<file path="config.mk">
export PLATFORM = sky130hd
export DESIGN_NAME = dac_regfile_ctrl
export DESIGN_NICKNAME = d
export VERILOG_FILES = /design/src/rtl/dacrf_pkg.sv /design/src/rtl/dacrf_rst_sync.sv /design/src/rtl/dacrf_decode.sv /design/src/rtl/dacrf_chan_bank.sv /design/src/rtl/dacrf_cfg_regs.sv /design/src/rtl/dac_regfile_ctrl.sv
export SDC_FILE = /design/constraint.sdc
export NUM_CORES = 1
export LEC_CHECK = 0
export ABC_AREA = 1
export CORE_UTILIZATION = 52
export DETAILED_ROUTE_END_ITERATION = 7
export HOLD_SLACK_MARGIN = 0.02
export PLACE_DENSITY = 0.82
export SYNTH_ARGS = -nofsm -noshare
export SYNTH_HDL_FRONTEND = slang
export SYNTH_HIERARCHICAL = 1
export SYNTH_SLANG_ARGS = --single-unit
</file>
<file path="constraint.sdc">
create_clock -name clk_i -period 6.2 [get_ports clk_i]
set_input_delay 1.86 -clock clk_i [delete_from_list [all_inputs] [get_ports clk_i]]
set_output_delay 1.86 -clock clk_i [all_outputs]
set_load 0.01 [all_outputs]
</file>
<file path="src/rtl/dacrf_pkg.sv">
package dacrf_pkg;
  localparam int NUM_CH   = 8;
  localparam int NUM_PAIR = NUM_CH / 2;
  localparam int ADDR_W   = 4;
  localparam int CODE_W   = 12;
  localparam int WORD_W   = ADDR_W + CODE_W;
  localparam int CFG0_W   = 5;
  localparam int CFG1_W   = 2 * NUM_PAIR;
  localparam int CH_IDX_W = $clog2(NUM_CH);
  localparam int PAIR_W   = $clog2(NUM_PAIR);

  localparam logic [ADDR_W-1:0] ADR_CFG0   = 4'd8;
  localparam logic [ADDR_W-1:0] ADR_CFG1   = 4'd9;
  localparam logic [ADDR_W-1:0] ADR_PRESET = 4'd10;
  localparam logic [ADDR_W-1:0] ADR_RSVD   = 4'd11;

  typedef struct packed {
    logic [ADDR_W-1:0] addr;
    logic [CODE_W-1:0] payload;
  } cmd_t;

  typedef logic [CODE_W-1:0] code_t;

  function automatic code_t res_mask(input int res);
    return {CODE_W{1'b1}} << (CODE_W - res);
  endfunction
endpackage

</file>
<file path="src/rtl/dacrf_rst_sync.sv">
module dacrf_rst_sync #(
  parameter int STAGES = 2
) (
  input  logic clk_i,
  input  logic rst_ni,
  output logic rst_sync_no
);
  logic [STAGES-1:0] sync_q;
  logic [STAGES-1:0] sync_d;

  always_comb begin
    sync_d = {sync_q[STAGES-2:0], 1'b1};
  end

  always_ff @(posedge clk_i or negedge rst_ni) begin
    if (!rst_ni) sync_q <= '0;
    else         sync_q <= sync_d;
  end

  assign rst_sync_no = sync_q[STAGES-1];
endmodule

</file>
<file path="src/rtl/dacrf_decode.sv">
module dacrf_decode
  import dacrf_pkg::*;
#(
  parameter int RES_BITS = 12
) (
  input  logic                           cmd_valid_i,
  input  logic [WORD_W-1:0]              cmd_word_i,
  input  logic                           twos_fmt_i,
  output logic [NUM_CH-1:0]              hold_we_o,
  output logic [NUM_CH-1:0][CODE_W-1:0]  hold_wdata_o,
  output logic                           cfg0_we_o,
  output logic                           cfg1_we_o,
  output logic                           preset_we_o,
  output logic [CFG0_W-1:0]              cfg0_data_o,
  output logic [CFG1_W-1:0]              cfg1_data_o,
  output logic [CODE_W-1:0]              preset_data_o
);
  localparam code_t MASK    = res_mask(RES_BITS);
  localparam code_t MSB_BIT = code_t'(1) << (CODE_W - 1);

  cmd_t              cmd;
  code_t             conv;
  code_t             conv_inv;
  logic              is_chan;
  logic              is_pair;
  logic [PAIR_W-1:0] pair_sel;

  always_comb begin
    cmd      = cmd_t'(cmd_word_i);
    conv     = (twos_fmt_i ? (cmd.payload ^ MSB_BIT) : cmd.payload) & MASK;
    conv_inv = ~conv & MASK;
    is_chan  = cmd_valid_i && !cmd.addr[ADDR_W-1];
    is_pair  = cmd_valid_i && (cmd.addr[ADDR_W-1 -: 2] == 2'b11);
    pair_sel = cmd.addr[PAIR_W-1:0];
  end

  always_comb begin
    for (int ch = 0; ch < NUM_CH; ch++) begin
      hold_we_o[ch]    = 1'b0;
      hold_wdata_o[ch] = conv;
      if (is_chan && (cmd.addr[CH_IDX_W-1:0] == CH_IDX_W'(ch))) begin
        hold_we_o[ch] = 1'b1;
      end
      if (is_pair && (pair_sel == PAIR_W'(ch / 2))) begin
        hold_we_o[ch] = 1'b1;
        if ((ch % 2) == 1) hold_wdata_o[ch] = conv_inv;
      end
    end
  end

  always_comb begin
    cfg0_we_o   = cmd_valid_i && (cmd.addr == ADR_CFG0);
    cfg1_we_o   = cmd_valid_i && (cmd.addr == ADR_CFG1);
    preset_we_o = cmd_valid_i && (cmd.addr == ADR_PRESET);
    cfg0_data_o   = cmd.payload[CFG0_W-1:0];
    cfg1_data_o   = cmd.payload[CFG1_W-1:0];
    preset_data_o = conv;
  end
endmodule

</file>
<file path="src/rtl/dacrf_chan_bank.sv">
module dacrf_chan_bank
  import dacrf_pkg::*;
(
  input  logic                          clk_i,
  input  logic                          rst_ni,
  input  logic [NUM_CH-1:0]             hold_we_i,
  input  logic [NUM_CH-1:0][CODE_W-1:0] hold_wdata_i,
  input  logic                          load_ni,
  output logic [NUM_CH-1:0][CODE_W-1:0] hold_q_o,
  output logic [NUM_CH-1:0][CODE_W-1:0] out_q_o
);
  for (genvar ch = 0; ch < NUM_CH; ch++) begin : g_ch
    code_t hold_q, hold_d;
    code_t out_q,  out_d;
    logic  out_en;

    always_comb begin
      hold_d = hold_we_i[ch] ? hold_wdata_i[ch] : hold_q;
      out_en = !load_ni;
      out_d  = out_en ? hold_d : out_q;
    end

    always_ff @(posedge clk_i or negedge rst_ni) begin
      if (!rst_ni) begin
        hold_q <= '0;
        out_q  <= '0;
      end else begin
        hold_q <= hold_d;
        out_q  <= out_d;
      end
    end

    assign hold_q_o[ch] = hold_q;
    assign out_q_o[ch]  = out_q;
  end
endmodule

</file>
<file path="src/rtl/dacrf_cfg_regs.sv">
module dacrf_cfg_regs
  import dacrf_pkg::*;
(
  input  logic              clk_i,
  input  logic              rst_ni,
  input  logic              cfg0_we_i,
  input  logic              cfg1_we_i,
  input  logic              preset_we_i,
  input  logic [CFG0_W-1:0] cfg0_data_i,
  input  logic [CFG1_W-1:0] cfg1_data_i,
  input  logic [CODE_W-1:0] preset_data_i,
  output logic [CFG0_W-1:0] cfg0_q_o,
  output logic [CFG1_W-1:0] cfg1_q_o,
  output logic [CODE_W-1:0] preset_q_o
);
  logic [CFG0_W-1:0] cfg0_q, cfg0_d;
  logic [CFG1_W-1:0] cfg1_q, cfg1_d;
  code_t             preset_q, preset_d;

  always_comb begin
    cfg0_d   = cfg0_we_i   ? cfg0_data_i   : cfg0_q;
    cfg1_d   = cfg1_we_i   ? cfg1_data_i   : cfg1_q;
    preset_d = preset_we_i ? preset_data_i : preset_q;
  end

  always_ff @(posedge clk_i or negedge rst_ni) begin
    if (!rst_ni) begin
      cfg0_q   <= '0;
      cfg1_q   <= '0;
      preset_q <= '0;
    end else begin
      cfg0_q   <= cfg0_d;
      cfg1_q   <= cfg1_d;
      preset_q <= preset_d;
    end
  end

  assign cfg0_q_o   = cfg0_q;
  assign cfg1_q_o   = cfg1_q;
  assign preset_q_o = preset_q;
endmodule

</file>
<file path="src/rtl/dac_regfile_ctrl.sv">
module dac_regfile_ctrl
  import dacrf_pkg::*;
#(
  parameter int RES_BITS = 12
) (
  input  logic                     clk_i,
  input  logic                     rst_ni,
  input  logic                     cmd_valid_i,
  input  logic [WORD_W-1:0]        cmd_word_i,
  input  logic                     load_ni,
  input  logic                     preset_ni,
  output logic [NUM_CH*CODE_W-1:0] chan_code_o,
  output logic [NUM_PAIR-1:0]      pair_pd_o,
  output logic [NUM_PAIR-1:0]      pair_fast_o,
  output logic                     global_pd_o,
  output logic [1:0]               ref_sel_o,
  output logic                     cascade_en_o
);
  logic                          rst_sync_n;
  logic [NUM_CH-1:0]             hold_we;
  logic [NUM_CH-1:0][CODE_W-1:0] hold_wdata;
  logic [NUM_CH-1:0][CODE_W-1:0] hold_q;
  logic [NUM_CH-1:0][CODE_W-1:0] out_q;
  logic                          cfg0_we, cfg1_we, preset_we;
  logic [CFG0_W-1:0]             cfg0_data, cfg0_q;
  logic [CFG1_W-1:0]             cfg1_data, cfg1_q;
  code_t                         preset_data, preset_q;
  logic                          twos_fmt;

  dacrf_rst_sync #(.STAGES(2)) u_rst_sync (
    .clk_i       (clk_i),
    .rst_ni      (rst_ni),
    .rst_sync_no (rst_sync_n)
  );

  dacrf_decode #(.RES_BITS(RES_BITS)) u_decode (
    .cmd_valid_i   (cmd_valid_i),
    .cmd_word_i    (cmd_word_i),
    .twos_fmt_i    (twos_fmt),
    .hold_we_o     (hold_we),
    .hold_wdata_o  (hold_wdata),
    .cfg0_we_o     (cfg0_we),
    .cfg1_we_o     (cfg1_we),
    .preset_we_o   (preset_we),
    .cfg0_data_o   (cfg0_data),
    .cfg1_data_o   (cfg1_data),
    .preset_data_o (preset_data)
  );

  dacrf_chan_bank u_bank (
    .clk_i        (clk_i),
    .rst_ni       (rst_sync_n),
    .hold_we_i    (hold_we),
    .hold_wdata_i (hold_wdata),
    .load_ni      (load_ni),
    .hold_q_o     (hold_q),
    .out_q_o      (out_q)
  );

  dacrf_cfg_regs u_cfg (
    .clk_i         (clk_i),
    .rst_ni        (rst_sync_n),
    .cfg0_we_i     (cfg0_we),
    .cfg1_we_i     (cfg1_we),
    .preset_we_i   (preset_we),
    .cfg0_data_i   (cfg0_data),
    .cfg1_data_i   (cfg1_data),
    .preset_data_i (preset_data),
    .cfg0_q_o      (cfg0_q),
    .cfg1_q_o      (cfg1_q),
    .preset_q_o    (preset_q)
  );

  assign twos_fmt     = cfg0_q[0];
  assign ref_sel_o    = cfg0_q[2:1];
  assign cascade_en_o = cfg0_q[3];
  assign global_pd_o  = cfg0_q[4];
  assign pair_fast_o  = cfg1_q[NUM_PAIR-1:0];
  assign pair_pd_o    = cfg1_q[CFG1_W-1:NUM_PAIR];

  for (genvar ch = 0; ch < NUM_CH; ch++) begin : g_out
    assign chan_code_o[ch*CODE_W +: CODE_W] = preset_ni ? out_q[ch] : preset_q;
  end
endmodule

</file>
* Word-level counts from Yosys, hierarchy flattened
Index checks and enable logic that the tools add are counted.
Storage, ports and cells: register bits 219, bits in latches 0, RAM bits 0, ROM bits 0, input bits 21, logic and storage cells 93, memories 0
Cells by class: add/sub/neg operators 0, $mul 0, divide/modulo/power cells 0, $lt $le $gt $ge 0, eq/ne operators 14, shifts and indexed selects 0, multiplexer cells 37, bitwise operators 2, reductions and logical operators 20
Operators by type and width (number):
- $mux 12 | 21
- $logic_and 1x1->1 | 17
- $mux 1 | 16
- $eq 3x3->1 const B | 4
- $eq 4x4->1 const B | 3
- $not 12->12 | 1
- $eq 2x2->1 const B | 3
- $eq 3x2->1 const B | 2
- $eq 3x1->1 const B | 1
- $logic_not 3->1 | 1
- $eq 2x1->1 const B | 1
- $logic_not 2->1 | 1
- $logic_not 1->1 | 1
- $not 1->1 | 1

* Longest topological paths before layout
depth after elaboration 6, gate-level depth with buffers 11, depth with buffers taken out 10

* By module
The synthesis kept the hierarchy.
By module, submodules not included:
- dacrf_chan_bank | times used 1, cells an instance 1006, area an instance 8369.3 sq um
- dacrf_decode | times used 1, cells an instance 284, area an instance 1393.8 sq um
- dacrf_cfg_regs | times used 1, cells an instance 106, area an instance 942.2 sq um
- dac_regfile_ctrl | times used 1, cells an instance 217, area an instance 930.9 sq um
- dacrf_rst_sync | times used 1, cells an instance 3, area an instance 53.8 sq um

* Worst setup path after synthesis
Ideal clock, no wire load.
kind input -> output, start input port preset_ni, end output port chan_code_o[0], data arrival time 2.439 ns, required time 4.340 ns, slack 1.901 ns, stages 5, path buffers 2, cell sequence buf_2 > inv_2 > buf_8 > nand2_4 > nand2_1
Between the ends: word-level cells in the longest chain between the ends 1
Ends and longest elaborated chain:
- start: declaration | line dac_regfile_ctrl.sv:11 | input logic preset_ni,
- $mux 12 | line dac_regfile_ctrl.sv:82 | assign chan_code_o[ch*CODE_W +: CODE_W] = preset_ni ? out_q[ch] : preset_q;
- end: declaration | line dac_regfile_ctrl.sv:12 | output logic [NUM_CH*CODE_W-1:0] chan_code_o,
Every way passes these cells.

* Worst setup path after layout
start input port preset_ni, end output port chan_code_o[69]
The elaborated chain is that of the path after synthesis.

==> impl_metrics.env <==
export IMPL_portBuffers=128
export IMPL_areaGrowthSynthToFinish_pct=13.2
export IMPL_rows=54
export IMPL_clk_insertion_delay_late_ns=0.52
export IMPL_worstPathMaxFanout=12
export IMPL_final_antenna_net_count=0
export IMPL_r2r_cells=1
export IMPL_hold_class="reg2async"
export IMPL_clkSlewWorstSetupHoldPaths_ns=0.06
export IMPL_wl_met3_um=2920
export IMPL_cpMostUsedCell="nand2_1"
export IMPL_cp_start_kind="input port"
export IMPL_io_pins=129
export IMPL_rsz0062_at_grt="false"
export IMPL_fmax_mhz=179
export IMPL_outcome="finished, violations left"
export IMPL_nets=1670
export IMPL_routed_wl_um=31300
export IMPL_synth_area_leaders="dfrtp_1 (47%), nand2_1 (26%), inv_1 (7.1%)"
export IMPL_endpoint="chan_code_o[69]"
export IMPL_finalCriticalPeriod_ns=5.59
export IMPL_crit_path_start="preset_ni"
export IMPL_synthTopCellsByCount="nand2_1 (816), inv_1 (222), dfrtp_1 (219), and2_1 (96), nand3_1 (91)"
export IMPL_ys_seq_area_frac=0.469
export IMPL_post_cts_buffers=0
export IMPL_crit_path_end_kind="output port"
export IMPL_gp_congestion=0.891
export IMPL_worstReg2RegEnd="u_bank/g_ch[5].out_q[5]$_DFFE_PN0N_"
export IMPL_die_area_um2=23100
export IMPL_synth_fp_nets=1637
export IMPL_cts_buffer_depth=3
export IMPL_synthesis_instances=1616
export IMPL_synth_edf_count=0
export IMPL_synth_distinct_cells=17
export IMPL_async_flop_share=1.00
export IMPL_ys_ff_latch=219
export IMPL_vdd_drop_max_mv=0.220
export IMPL_powerDensity_nw_per_um2=324
export IMPL_die_w_um=152
export IMPL_cts_made_buffers=23
export IMPL_drv_cap=0
export IMPL_setup_viol=0
export IMPL_slowest_stage="clkdlybuf4s50_1"
export IMPL_dp_hpwl_um=19200
export IMPL_crit_type="in2out"
export IMPL_required_ns=4.34
export IMPL_die_h_um=152
export IMPL_postCtsHoldBufs=0
export IMPL_place_ws_ns=0.612
export IMPL_yosysMostFrequentCell="nand2_1"
export IMPL_leakagePower_nw=7.55
export IMPL_fin_setup_tns_ns=0
export IMPL_antenna_found_initial=0
export IMPL_wl_met1_um=13200
export IMPL_cts_resized_gates=0
export IMPL_min_period_over_period=0.901
export IMPL_fin_skew_ns=0.0143
export IMPL_critical_path_cell_chain="buf_2 > inv_2 > nand2_1 > nand2_1 > clkdlybuf4s50_1"
export IMPL_violations="design-rule violations"
export IMPL_final_core_util=0.603
export IMPL_cts_root_buf="clkbuf_16"
export IMPL_synth_top_cell_by_area="dfrtp_1"
export IMPL_synth_warnings=6
export IMPL_grt_max_degree=177
export IMPL_synth_flop_cell="dfrtp_1"
export IMPL_drive_gt1_frac=0.0462
export IMPL_core_um2=22000
export IMPL_slew_headroom=0.240
export IMPL_first_iter_violations=972
export IMPL_synth_area_um2=11700
export IMPL_synth_top_cell_area_share=0.469
export IMPL_start_util=0.532
export IMPL_tightest_slew_ns=1.14
export IMPL_rr_startpoint="u_rst_sync/sync_q[1]$_DFF_PN0_"
export IMPL_grt_pass1_vias=9365
export IMPL_top_layer="met4"
export IMPL_wl_met2_um=14400
export IMPL_final_hold_violation_count=0
export IMPL_via_per_inst=5.05
export IMPL_vias=9831
export IMPL_grt_overflow_total=0
export IMPL_fin_ws_ns=0.611
export IMPL_slew_viol_final=0
export IMPL_r2r_slack_ns=4.51
export IMPL_grt_pass1_wl_um=49300
export IMPL_grt_usage=0.273
export IMPL_clock_sinks=219
export IMPL_antenna_cells=0
export IMPL_arrival_ns=3.73
export IMPL_routedWlPerCell_um=16.1
export IMPL_cpPeakStageDelay_ns=0.57
export IMPL_cts_htree_levels=1
export IMPL_cts_tree="yes"
export IMPL_avgSynthCellArea_um2=7.23
export IMPL_drc_errors=21
export IMPL_dr_pass1_iters=7
-- sequential cells by signal (all words and copies together), names as in the netlist --
register	cells
u_bank/g_ch.hold_q	96
u_bank/g_ch.out_q	96
u_cfg/preset_q_o	12
u_cfg/cfg1_q_o	8
u_cfg/cfg0_q_o	5
u_rst_sync/sync_q	2
-- kinds of logic after synthesis --
logic type / share of synthesized area
DFF: 0.469
other: 0.000321
buffers and inverters: 0.154
AOI/OAI and AO/OA: 0.00171
and+or+nand+nor: 0.375
-- routing by layer --
layer | track usage | up-vias
li1 | - | 4710
met1 | 0.379 | 4658
met2 | 0.436 | 407
met3 | 0.0519 | 56
met4 | 0.0841 | 0
met5 | 0 | -
-- critical path, delay by kind of cell --
kind	cells	cell delay, ns
buf+inv	3	1.06
simple gates	2	0.80
-- where the power goes --
group / leakage (nW) / internal [mW] / total (mW) / switching, mW
Combinational: 4.70 / 0.467 / 1.06 / 0.592
Sequential: 2.47 / 1.72 / 1.85 / 0.133
Clock: 0.378 / 0.810 / 1.38 / 0.570
Total: 7.55 / 2.99 / 4.29 / 1.30
-- metrics by stage --
| stage | cells | total power [mW] | instance area (µm²) | hold WS, ns |
|---|---|---|---|---|
| floorplan | 1616 | 2.51 | 11700 | 0.331 |
| global placement | 1904 | 2.88 | 12500 | 0.338 |
| detailed placement | 1904 | 2.92 | 12500 | 0.343 |
| CTS | 1946 | 4.30 | 13200 | 0.353 |
| global route | 1946 | 4.52 | 13200 | 0.367 |
| finish | 1946 | 4.29 | 13200 | 0.334 |
-- cell usage in the layout, fill, tap and decap left out --
master / n
clkbuf_8: 7
nand3_1: 91
dfrtp_4: 1
clkbuf_1: 5
and2_1: 96
inv_4: 1
inv_6: 1
inv_1: 222
bufinv_16: 1
clkbuf_16: 23
buf_2: 2
nand2_4: 10
buf_4: 10
buf_12: 2
clkinv_4: 1
clkinv_2: 4
conb_1: 1
o21ai_0: 4
dfrtp_1: 218
nand2_1: 816
inv_2: 3
nand3_2: 10
clkdlybuf4s50_1: 126
nor2_4: 1
nor2_1: 10
-- how the worst min path moves through the flow --
stage	from	endpoint	slack, ns
6_report	u_rst_sync/sync_q[1]$_DFF_PN0_	u_bank/g_ch[1].out_q[11]$_DFFE_PN0N_	0.33
5_1_grt	u_rst_sync/sync_q[0]$_DFF_PN0_	u_rst_sync/sync_q[1]$_DFF_PN0_	0.37
4_1_cts	u_rst_sync/sync_q[1]$_DFF_PN0_	u_bank/g_ch[1].out_q[11]$_DFFE_PN0N_	0.35
3_5_place_dp	u_rst_sync/sync_q[0]$_DFF_PN0_	u_rst_sync/sync_q[1]$_DFF_PN0_	0.34
3_3_place_gp	u_rst_sync/sync_q[1]$_DFF_PN0_	u_bank/g_ch[0].out_q[5]$_DFFE_PN0N_	0.34
2_1_floorplan	u_rst_sync/sync_q[0]$_DFF_PN0_	u_rst_sync/sync_q[1]$_DFF_PN0_	0.33
-- layout make-up --
class                           count  area, µm²
Multi-Input combinational cell   1039       4400
Clock buffer                       35        691
Timing Repair Buffer              140       1390
Clock inverter                      7       67.6
Inverter                          226        851
Fill cell                        1981       8720
Tap cell                          280        350
Sequential cell                   219       5480
No activity file was read; power rests on OpenSTA's default activity.
